### config.mk
export PLATFORM = sky130hd
export DESIGN_NAME = sar_seq_top
export DESIGN_NICKNAME = d
export VERILOG_FILES = /design/src/rtl/sar_seq_pkg.sv /design/src/rtl/sar_edge_det.sv /design/src/rtl/sar_core.sv /design/src/rtl/sar_frame_ctl.sv /design/src/rtl/sar_seq_top.sv
export SDC_FILE = /design/constraint.sdc
export NUM_CORES = 1
export LEC_CHECK = 0
export BUFFER_PORTS_ARGS = -buffer_cell sky130_fd_sc_hd__buf_2
export CORE_UTILIZATION = 45
export CTS_CLUSTER_SIZE = 40
export DETAILED_ROUTE_END_ITERATION = 16
export PLACE_DENSITY_LB_ADDON = 0.2
export SLEW_MARGIN = 10
export SYNTH_ARGS = -nofsm -noshare
export SYNTH_HDL_FRONTEND = slang
export SYNTH_HIERARCHICAL = 1
export SYNTH_SLANG_ARGS = --single-unit
export TNS_END_PERCENT = 20
### constraint.sdc
create_clock -name clk_i -period 5.7 [get_ports clk_i]
set_clock_uncertainty 0.1 [all_clocks]
set_input_delay 1.14 -clock clk_i [delete_from_list [all_inputs] [get_ports clk_i]]
set_output_delay 1.14 -clock clk_i [all_outputs]
set_load 0.01 [all_outputs]
### src/rtl/sar_seq_pkg.sv
package sar_seq_pkg;
  typedef enum logic [1:0] {
    PH_IDLE,
    PH_ACQ,
    PH_CONV,
    PH_HOLD
  } phase_e;
endpackage

### src/rtl/sar_edge_det.sv
module sar_edge_det #(
  parameter bit RISING  = 1'b1,
  parameter bit RST_VAL = 1'b0
) (
  input  logic clk_i,
  input  logic rst_ni,
  input  logic sig_i,
  output logic edge_o
);
  logic prev_q;

  always_ff @(posedge clk_i or negedge rst_ni) begin
    if (!rst_ni) prev_q <= RST_VAL;
    else         prev_q <= sig_i;
  end

  generate
    if (RISING) begin : g_rise
      assign edge_o = sig_i & ~prev_q;
    end else begin : g_fall
      assign edge_o = ~sig_i & prev_q;
    end
  endgenerate
endmodule

### src/rtl/sar_core.sv
module sar_core #(
  parameter int NBITS = 12
) (
  input  logic             clk_i,
  input  logic             rst_ni,
  input  logic             clear_i,
  input  logic             decide_i,
  input  logic             cmp_i,
  output logic [NBITS-1:0] sar_o,
  output logic [NBITS-1:0] trial_o,
  output logic             full_o
);
  localparam int CW = $clog2(NBITS + 1);
  localparam logic [NBITS-1:0] MSB_ONLY = {1'b1, {(NBITS-1){1'b0}}};

  logic [NBITS-1:0] sar_q;
  logic [CW-1:0]    cnt_q;
  logic [CW-1:0]    ptr;

  assign full_o = (cnt_q == CW'(NBITS));
  assign ptr    = CW'(NBITS - 1) - cnt_q;

  always_ff @(posedge clk_i or negedge rst_ni) begin
    if (!rst_ni) begin
      sar_q <= '0;
      cnt_q <= '0;
    end else if (clear_i) begin
      sar_q <= '0;
      cnt_q <= '0;
    end else if (decide_i && !full_o) begin
      sar_q[ptr] <= cmp_i;
      cnt_q      <= cnt_q + 1'b1;
    end
  end

  assign sar_o   = sar_q;
  assign trial_o = full_o ? sar_q : (sar_q | (MSB_ONLY >> (CW'(NBITS - 1) - ptr)));

  // a cleared register always presents the mid-scale trial first
  p_first_trial_r4: assert property (@(posedge clk_i) disable iff (!rst_ni)
    $past(clear_i) |-> (trial_o == MSB_ONLY));

  p_count_bound_r4: assert property (@(posedge clk_i) disable iff (!rst_ni)
    cnt_q <= CW'(NBITS));
endmodule

### src/rtl/sar_frame_ctl.sv
module sar_frame_ctl
  import sar_seq_pkg::*;
#(
  parameter int NBITS = 12
) (
  input  logic             clk_i,
  input  logic             rst_ni,
  input  logic             cs_high_i,
  input  logic             cs_fall_i,
  input  logic             dclk_rise_i,
  input  logic             dclk_fall_i,
  input  logic             full_i,
  input  logic [NBITS-1:0] word_i,
  output logic             clear_o,
  output logic             decide_o,
  output logic             sample_o,
  output logic             convert_o,
  output logic             dout_o,
  output logic             dout_oe_o,
  output logic             done_o
);
  localparam int FMAX = 2 * NBITS + 1;
  localparam int FW   = $clog2(FMAX + 1);
  localparam int IW   = $clog2(NBITS);

  phase_e        phase_q;
  logic [FW-1:0] fcnt_q, fcnt_n;
  logic          oe_q, dout_q, done_q;
  logic          nxt_oe, nxt_bit;
  logic [IW-1:0] idx;

  assign clear_o  = cs_fall_i;
  assign decide_o = (phase_q == PH_CONV) && dclk_rise_i && !full_i && !cs_high_i;
  assign fcnt_n   = (fcnt_q == FW'(FMAX)) ? fcnt_q : fcnt_q + 1'b1;

  // select the bit shown after the next falling edge
  always_comb begin
    nxt_oe  = 1'b0;
    nxt_bit = 1'b0;
    idx     = '0;
    if (fcnt_n == FW'(1)) begin
      nxt_oe = 1'b1;
    end else if (fcnt_n <= FW'(NBITS + 1)) begin
      nxt_oe  = 1'b1;
      idx     = IW'(NBITS + 1 - int'(fcnt_n));
      nxt_bit = word_i[idx];
    end else if (fcnt_n <= FW'(2 * NBITS)) begin
      nxt_oe  = 1'b1;
      idx     = IW'(int'(fcnt_n) - NBITS - 1);
      nxt_bit = word_i[idx];
    end
  end

  always_ff @(posedge clk_i or negedge rst_ni) begin
    if (!rst_ni) begin
      phase_q <= PH_IDLE;
      fcnt_q  <= '0;
      oe_q    <= 1'b0;
      dout_q  <= 1'b0;
      done_q  <= 1'b0;
    end else if (cs_high_i) begin
      phase_q <= PH_IDLE;
      oe_q    <= 1'b0;
      dout_q  <= 1'b0;
    end else if (cs_fall_i) begin
      phase_q <= PH_ACQ;
      fcnt_q  <= '0;
      oe_q    <= 1'b0;
      dout_q  <= 1'b0;
      done_q  <= 1'b0;
    end else if (phase_q != PH_IDLE) begin
      if (dclk_fall_i) begin
        fcnt_q <= fcnt_n;
        oe_q   <= nxt_oe;
        dout_q <= nxt_bit;
        if (phase_q == PH_ACQ) phase_q <= PH_CONV;
      end else if (phase_q == PH_CONV && full_i) begin
        phase_q <= PH_HOLD;
        done_q  <= 1'b1;
      end
    end
  end

  assign sample_o  = (phase_q == PH_ACQ);
  assign convert_o = (phase_q == PH_CONV);
  assign dout_o    = dout_q;
  assign dout_oe_o = oe_q;
  assign done_o    = done_q;

  p_hiz_deselect_r8: assert property (@(posedge clk_i) disable iff (!rst_ni)
    cs_high_i |=> !dout_oe_o);

  p_null_lead_r3: assert property (@(posedge clk_i) disable iff (!rst_ni)
    $rose(dout_oe_o) |-> !dout_o);

  p_conv_after_acq_r3: assert property (@(posedge clk_i) disable iff (!rst_ni)
    $rose(convert_o) |-> $past(sample_o));

  p_done_selected_r6: assert property (@(posedge clk_i) disable iff (!rst_ni)
    $rose(done_o) |-> $past(!cs_high_i && full_i));
endmodule

### src/rtl/sar_seq_top.sv
module sar_seq_top #(
  parameter int NBITS = 12
) (
  input  logic             clk_i,
  input  logic             rst_ni,
  input  logic             cs_ni,
  input  logic             dclk_i,
  input  logic             cmp_i,
  output logic             dout_o,
  output logic             dout_oe_o,
  output logic [NBITS-1:0] dac_code_o,
  output logic             sample_o,
  output logic             convert_o,
  output logic             done_o,
  output logic [NBITS-1:0] result_o
);
  localparam logic [NBITS-1:0] SIGN = {1'b1, {(NBITS-1){1'b0}}};

  logic cs_fall, dclk_rise, dclk_fall;
  logic clear, decide, full;
  logic [NBITS-1:0] sar, word;

  sar_edge_det #(.RISING(1'b0), .RST_VAL(1'b1)) i_cs_fall (
    .clk_i(clk_i), .rst_ni(rst_ni), .sig_i(cs_ni), .edge_o(cs_fall));
  sar_edge_det #(.RISING(1'b1), .RST_VAL(1'b0)) i_dclk_rise (
    .clk_i(clk_i), .rst_ni(rst_ni), .sig_i(dclk_i), .edge_o(dclk_rise));
  sar_edge_det #(.RISING(1'b0), .RST_VAL(1'b0)) i_dclk_fall (
    .clk_i(clk_i), .rst_ni(rst_ni), .sig_i(dclk_i), .edge_o(dclk_fall));

  sar_core #(.NBITS(NBITS)) i_core (
    .clk_i(clk_i), .rst_ni(rst_ni), .clear_i(clear), .decide_i(decide),
    .cmp_i(cmp_i), .sar_o(sar), .trial_o(dac_code_o), .full_o(full));

  assign word = sar ^ SIGN;

  sar_frame_ctl #(.NBITS(NBITS)) i_ctl (
    .clk_i(clk_i), .rst_ni(rst_ni), .cs_high_i(cs_ni), .cs_fall_i(cs_fall),
    .dclk_rise_i(dclk_rise), .dclk_fall_i(dclk_fall), .full_i(full),
    .word_i(word), .clear_o(clear), .decide_o(decide), .sample_o(sample_o),
    .convert_o(convert_o), .dout_o(dout_o), .dout_oe_o(dout_oe_o),
    .done_o(done_o));

  assign result_o = done_o ? word : '0;

  p_result_hold_r6: assert property (@(posedge clk_i) disable iff (!rst_ni)
    (done_o && $past(done_o)) |-> $stable(result_o));

  p_idle_dclk_r10: assert property (@(posedge clk_i) disable iff (!rst_ni)
    ($past(cs_ni) && cs_ni && !$past(clear)) |-> $stable(dac_code_o));
endmodule

Yosys cells after proc, flatten, opt, wreduce, memory -nomap -nowiden
Cells that the tools add are included.
- flip-flop bits (word level): 28
- input port bits: 5
- output and inout port bits: 29
- logic and storage cells: 99
- add/sub/neg operators: 7
- $lt $le $gt $ge: 6
- equality and inequality tests: 7
- shift operators: 1
- muxes and demuxes: 41
- bitwise operators: 8
- reduce and logical (&&, ||, !) cells: 20
- operators with widths (cell ; count):
    $mux 12 ; 4
    $mux 1 ; 21
    $mux 5 ; 4
    $lt 4x5->1 const B ; 3
    $bwmux 12 ; 1
    $mux 2 ; 6
    $or 12x12->12 ; 1
    $shr 12x4->12 const A ; 1
    $sub 4x4->4 const A ; 3
    $reduce_bool 2->1 ; 5
    $bmux 1 s4 ; 2
    $mux 4 ; 2
    $logic_and 1x1->1 ; 6
    $reduce_and 3->1 ; 2
    $reduce_bool 3->1 ; 2
    $add 5x1->5 const B ; 1
    $eq 5x1->1 const B ; 1
    $eq 5x5->1 const B ; 1
    $le 5x4->1 const B ; 1
    $le 5x5->1 const B ; 1
    $add 4x1->4 const B ; 1
    $demux 1 s4 ; 1
    $eq 4x4->1 const B ; 1
    $ge 4x1->1 const B ; 1
    12 further kinds ; 18

Longest topological paths before layout
- word-level depth: 13
- depth in mapped cells: 11
- mapped depth without buffers: 8

Cells and area by module
Netlist, hierarchy kept.
- modules (own cells, without submodules) (module ; instances ; cells each ; area each (sq um) ; seq. area each (sq um)):
    sar_frame_ctl ; 1 ; 143 ; 1184.9 ; 250.2
    sar_core ; 1 ; 104 ; 1059.8 ; 400.4
    sar_seq_top ; 1 ; 14 ; 90.1 ; 0.0
    sar_edge_det (i_dclk_fall ...) ; 2 ; 2 ; 38.8 ; 25.0
    sar_edge_det (i_cs_fall) ; 1 ; 2 ; 40.0 ; 26.3

Worst setup path after synthesis
OpenSTA, ideal clock, no wires.
- path kind: flip-flop to output port
- start: reg i_core.cnt_q[2]
- end: out dac_code_o[4]
- data arrival time: 1423 ps
- data required time: 4460 ps
- path slack: 3037 ps
- stages on the path, launching flop included: 6
- buffers on the path: 1
- cells stage by stage: dfrtp_1 > buf_2 > inv_1 > ha_1 > xnor2_1 > a31o_2
- longest elaborated chain between the ends: 5
- elaborated cells on any way between the ends: 6
- those cells by class: add/sub: 2; eq/ne: 1; shift: 1; mux: 1; bitwise: 1
- ends and longest elaborated chain (item ; RTL line ; text):
    start: declaration ; sar_core.sv:17 ; logic [CW-1:0] cnt_q;
    start signal: assignment ; sar_core.sv:32 ; cnt_q <= cnt_q + 1'b1;
    $sub 4x4->4 ; sar_core.sv:21 ; assign ptr = CW'(NBITS - 1) - cnt_q;
    $sub 4x4->4 ; sar_core.sv:37 ; assign trial_o = full_o ? sar_q : (sar_q | (MSB_ONLY >> (CW'(NBITS - 1) - ptr)));
    $shr 12x4->12 ; sar_core.sv:37 ;
    $or 12x12->12 ; sar_core.sv:37 ;
    $mux 12 * ; sar_core.sv:37 ;
    end: declaration ; sar_seq_top.sv:11 ; output logic [NBITS-1:0] dac_code_o,
Mark *: on every way between the ends. The rest lies on a longest branch, timed or not.

Worst setup path after layout
- start: reg i_core.cnt_q[2]
- end: out dac_code_o[8]
The elaborated chain is that of the path after synthesis.

==> results.tsv <==
metric	value	unit
status	finished, final reports clean	
wire length per cell	15.7	um
Routed WL	5640	um
chip width	75.8	um
Fillers	505	
first-pass GRT wire length	9290	um
sw power	245	uW
Slew Limit Fails	0	
R2R cell count	7	
Initial Utilization	47.4	%
vias	2013	
peak supply drop	0.136	mV
maxcap violations	0	
Worst slew margin	34.1	%
DRT iter0 DRCs	121	
P_leak	1.34	nW
Crit Path Max Fanout	12	
Syn-to-layout area delta	10.5	%
crit path launch type	register	
total congestion overflow	0	
Reg clk slew, reported paths	0.07	ns
I/O pin total	34	
vias in the first global route	1821	
Seq/Total Area, Yosys	29.6	%
Hold Path Sink	i_ctl/dout_oe_o$_DFFE_PN0P_	
Via density	5.61	
largest net degree at the start of global routing	31	
final worst slack	2.45	ns
Worst EP required	4.46	ns
RSZ-0062 raised after global routing	no	
min cycle time layout	3.25	ns
hpwl dp	3970	um
placer congestion estimate	0.842	
top_reg_cell synth	dfrtp_1	
hold_buf cts	0	
Final Util	52.4	%
Synth async-reset ratio	100	%
Yosys top cell area share	28.6	%
post-cts sizing count	0	
initial antenna violation count	0	
flops & latches, synth	29	
GRT Resource Usage Total	22.1	%
# Post-CTS Setup Buffers	0	
FF/Latch Area	727	sq um
maximum root-to-sink buffer count	2	
final setup violation count	0	
pre-CTS WS	2.57	ns
die area	5750	sq um
largest cells by area after synthesis	dfrtp_1 29%, mux2i_1 9.0%, ha_1 6.1%, and2_1 3.1%, buf_6 2.8%	
cell taking the most area after synthesis	dfrtp_1	
cell area after layout	2710	sq um
Avg Synthesized Cell Area	9.18	sq um
TritonCTS buffer count	5	
Die Height	75.8	um
Buffers on Ports	33	
internal power	489	uW
number of remaining DRC errors	0	
Flop pwr share	34.9	%
worst hold path class	reg -> reg	
synth unique cells	56	
Post-Syn Area	2450	sq um
Worst-Margin Slew	0.988	ns
htree depth	2	
Post-synth EDFFs	0	
# diodes	0	
Placeable Area	5170	sq um
iteration count of the initial detailed-routing pass	4	
Period Utilization, post-route	57.0	%
antenna-violating nets left	0	
setup_tns	0	ns
Critical Path End Type	primary output	
Mapped Cells	267	
TritonCTS clock tree	built	
Post-DP Area	2570	sq um
pwr/cell area	271	nW/um^2
WHS Path Cells	2	
clock root buffer	clkbuf_8	
FP Rows	26	
Worst Hold Launch	i_ctl/dout_oe_o$_DFFE_PN0P_	
Switching Fraction	33.4	%
worst reg2reg endpoint	i_ctl/dout_o$_DFFE_PN0P_	
slack of the worst reg-to-reg path	2.54	ns
combinational fraction of design power	30.2	%
WP data arrival	2.01	ns
reg-to-reg startpoint	i_ctl/fcnt_q[0]$_DFFE_PN0P_	
Multi-input gate area	1550	sq um
layout cell share with drive strength beyond 1	20.1	%
clock share of power	34.9	%
Highest Clock Rate	308	MHz
NumNets Final	305	
Syn Nets	284	
Hold Fails Final Rpt	0	
Clk Latency, worst-skew pair	0.28	ns
kind of critical path	reg -> out	
yosys synthesis warning count	6	
clock sink total	29	
==> stage by stage <==
step                hold slack [ns]  instances  power [mW]
floorplan                     0.437        267       0.455
global placement              0.478        351       0.480
finish                        0.478        359       0.734
detailed placement            0.470        351       0.480
CTS                           0.484        359       0.739
global route                  0.551        359       0.780
==> worst max-delay path, stage by stage (launching register included) <==
cell and delay [ns]:
dfrtp_1 0.58, inv_1 0.15, ha_1 0.41, xnor2_1 0.19, a31o_2 0.26, buf_2 0.13
==> cell type report <==
| cell class | instances | area share, % |
|---|---|---|
| multi-input cells | 207 | 57.1 |
| clock inverters | 3 | 2.40 |
| inverters | 11 | 1.52 |
| repair buffers | 34 | 6.37 |
| flip-flops and latches | 29 | 26.8 |
| well taps | 70 | 3.23 |
| clock buffers | 5 | 2.54 |
==> per-layer routing <==
metal / track usage [%] / up-vias / part of all wire, %
met5: 0 / - / 0
met4: 7.82 / 0 / 1.3
met3: 3.97 / 6 / 3.7
met2: 33.2 / 44 / 44
met1: 31.8 / 958 / 51
li1: - / 1005 / -
==> cells in the final DEF (no fill, tap or decap), drive strengths merged, types with 11 or more instances in the layout <==
| cell type | count |
|---|---|
| a21oi | 12 |
| ha | 12 |
| nor2 | 16 |
| mux2i | 22 |
| and2 | 12 |
| buf | 34 |
| dfrtp | 28 |
| inv | 11 |
| nand2 | 16 |
==> how the worst max path moves through the flow <==
stage / from / to / slack [ns] / depth (start not counted)
6_report: i_core/cnt_q[2]$_DFFE_PN0P_ / dac_code_o[8] / 2.45 / 5
5_1_grt: i_ctl/fcnt_q[0]$_DFFE_PN0P_ / i_ctl/dout_o$_DFFE_PN0P_ / 2.27 / 7
4_1_cts: i_core/cnt_q[2]$_DFFE_PN0P_ / dac_code_o[8] / 2.46 / 5
3_3_place_gp: i_ctl/fcnt_q[0]$_DFFE_PN0P_ / i_ctl/dout_o$_DFFE_PN0P_ / 2.63 / 7
3_5_place_dp: i_ctl/fcnt_q[0]$_DFFE_PN0P_ / i_ctl/dout_o$_DFFE_PN0P_ / 2.57 / 7
2_1_floorplan: i_core/cnt_q[2]$_DFFE_PN0P_ / dac_code_o[4] / 3.04 / 5
==> flip-flops by register name (all words and copies together) (netlist names) <==
name                cells
i_core/sar_o           12
i_ctl/fcnt_q            5
i_core/cnt_q            4
i_ctl/phase_q           2
i_cs_fall/prev_q        1
i_ctl/done_o            1
i_ctl/dout_o            1
i_ctl/dout_oe_o         1
i_dclk_fall/prev_q      1
i_dclk_rise/prev_q      1
==> power groups by stage <==
stage	sequential [mW]	combinational, mW	clock (mW)
CTS	0.256	0.221	0.262
global placement	0.260	0.220	0
detailed placement	0.260	0.220	0
global route	0.261	0.247	0.273
finish	0.256	0.222	0.256
floorplan	0.227	0.228	0
==> cell families (layout without fill, tap and decap cells) <==
family	count (synthesis)	count (layout)	synth area share [%]
flops	29	29	29.6
simple gates	98	98	23.6
xor+xnor	7	7	2.81
buf+inv	31	53	7.30
fa+ha+maj	12	12	6.12
mux	24	24	10.5
compound gates	66	66	20.0
==> synthesized netlist by cell type (all sizes together), types with 4 or more instances <==
cell type / count
nand4b: 4
nor2: 16
clkbuf: 6
o21ai: 10
nor2b: 10
inv: 11
xor2: 5
a21o: 8
nand2: 16
mux2i: 22
nand2b: 10
nand3: 10
ha: 12
nor3: 5
buf: 14
dfrtp: 28
a31o: 5
and2: 12
a21oi: 12
No activity file was read; power rests on OpenSTA's default activity.
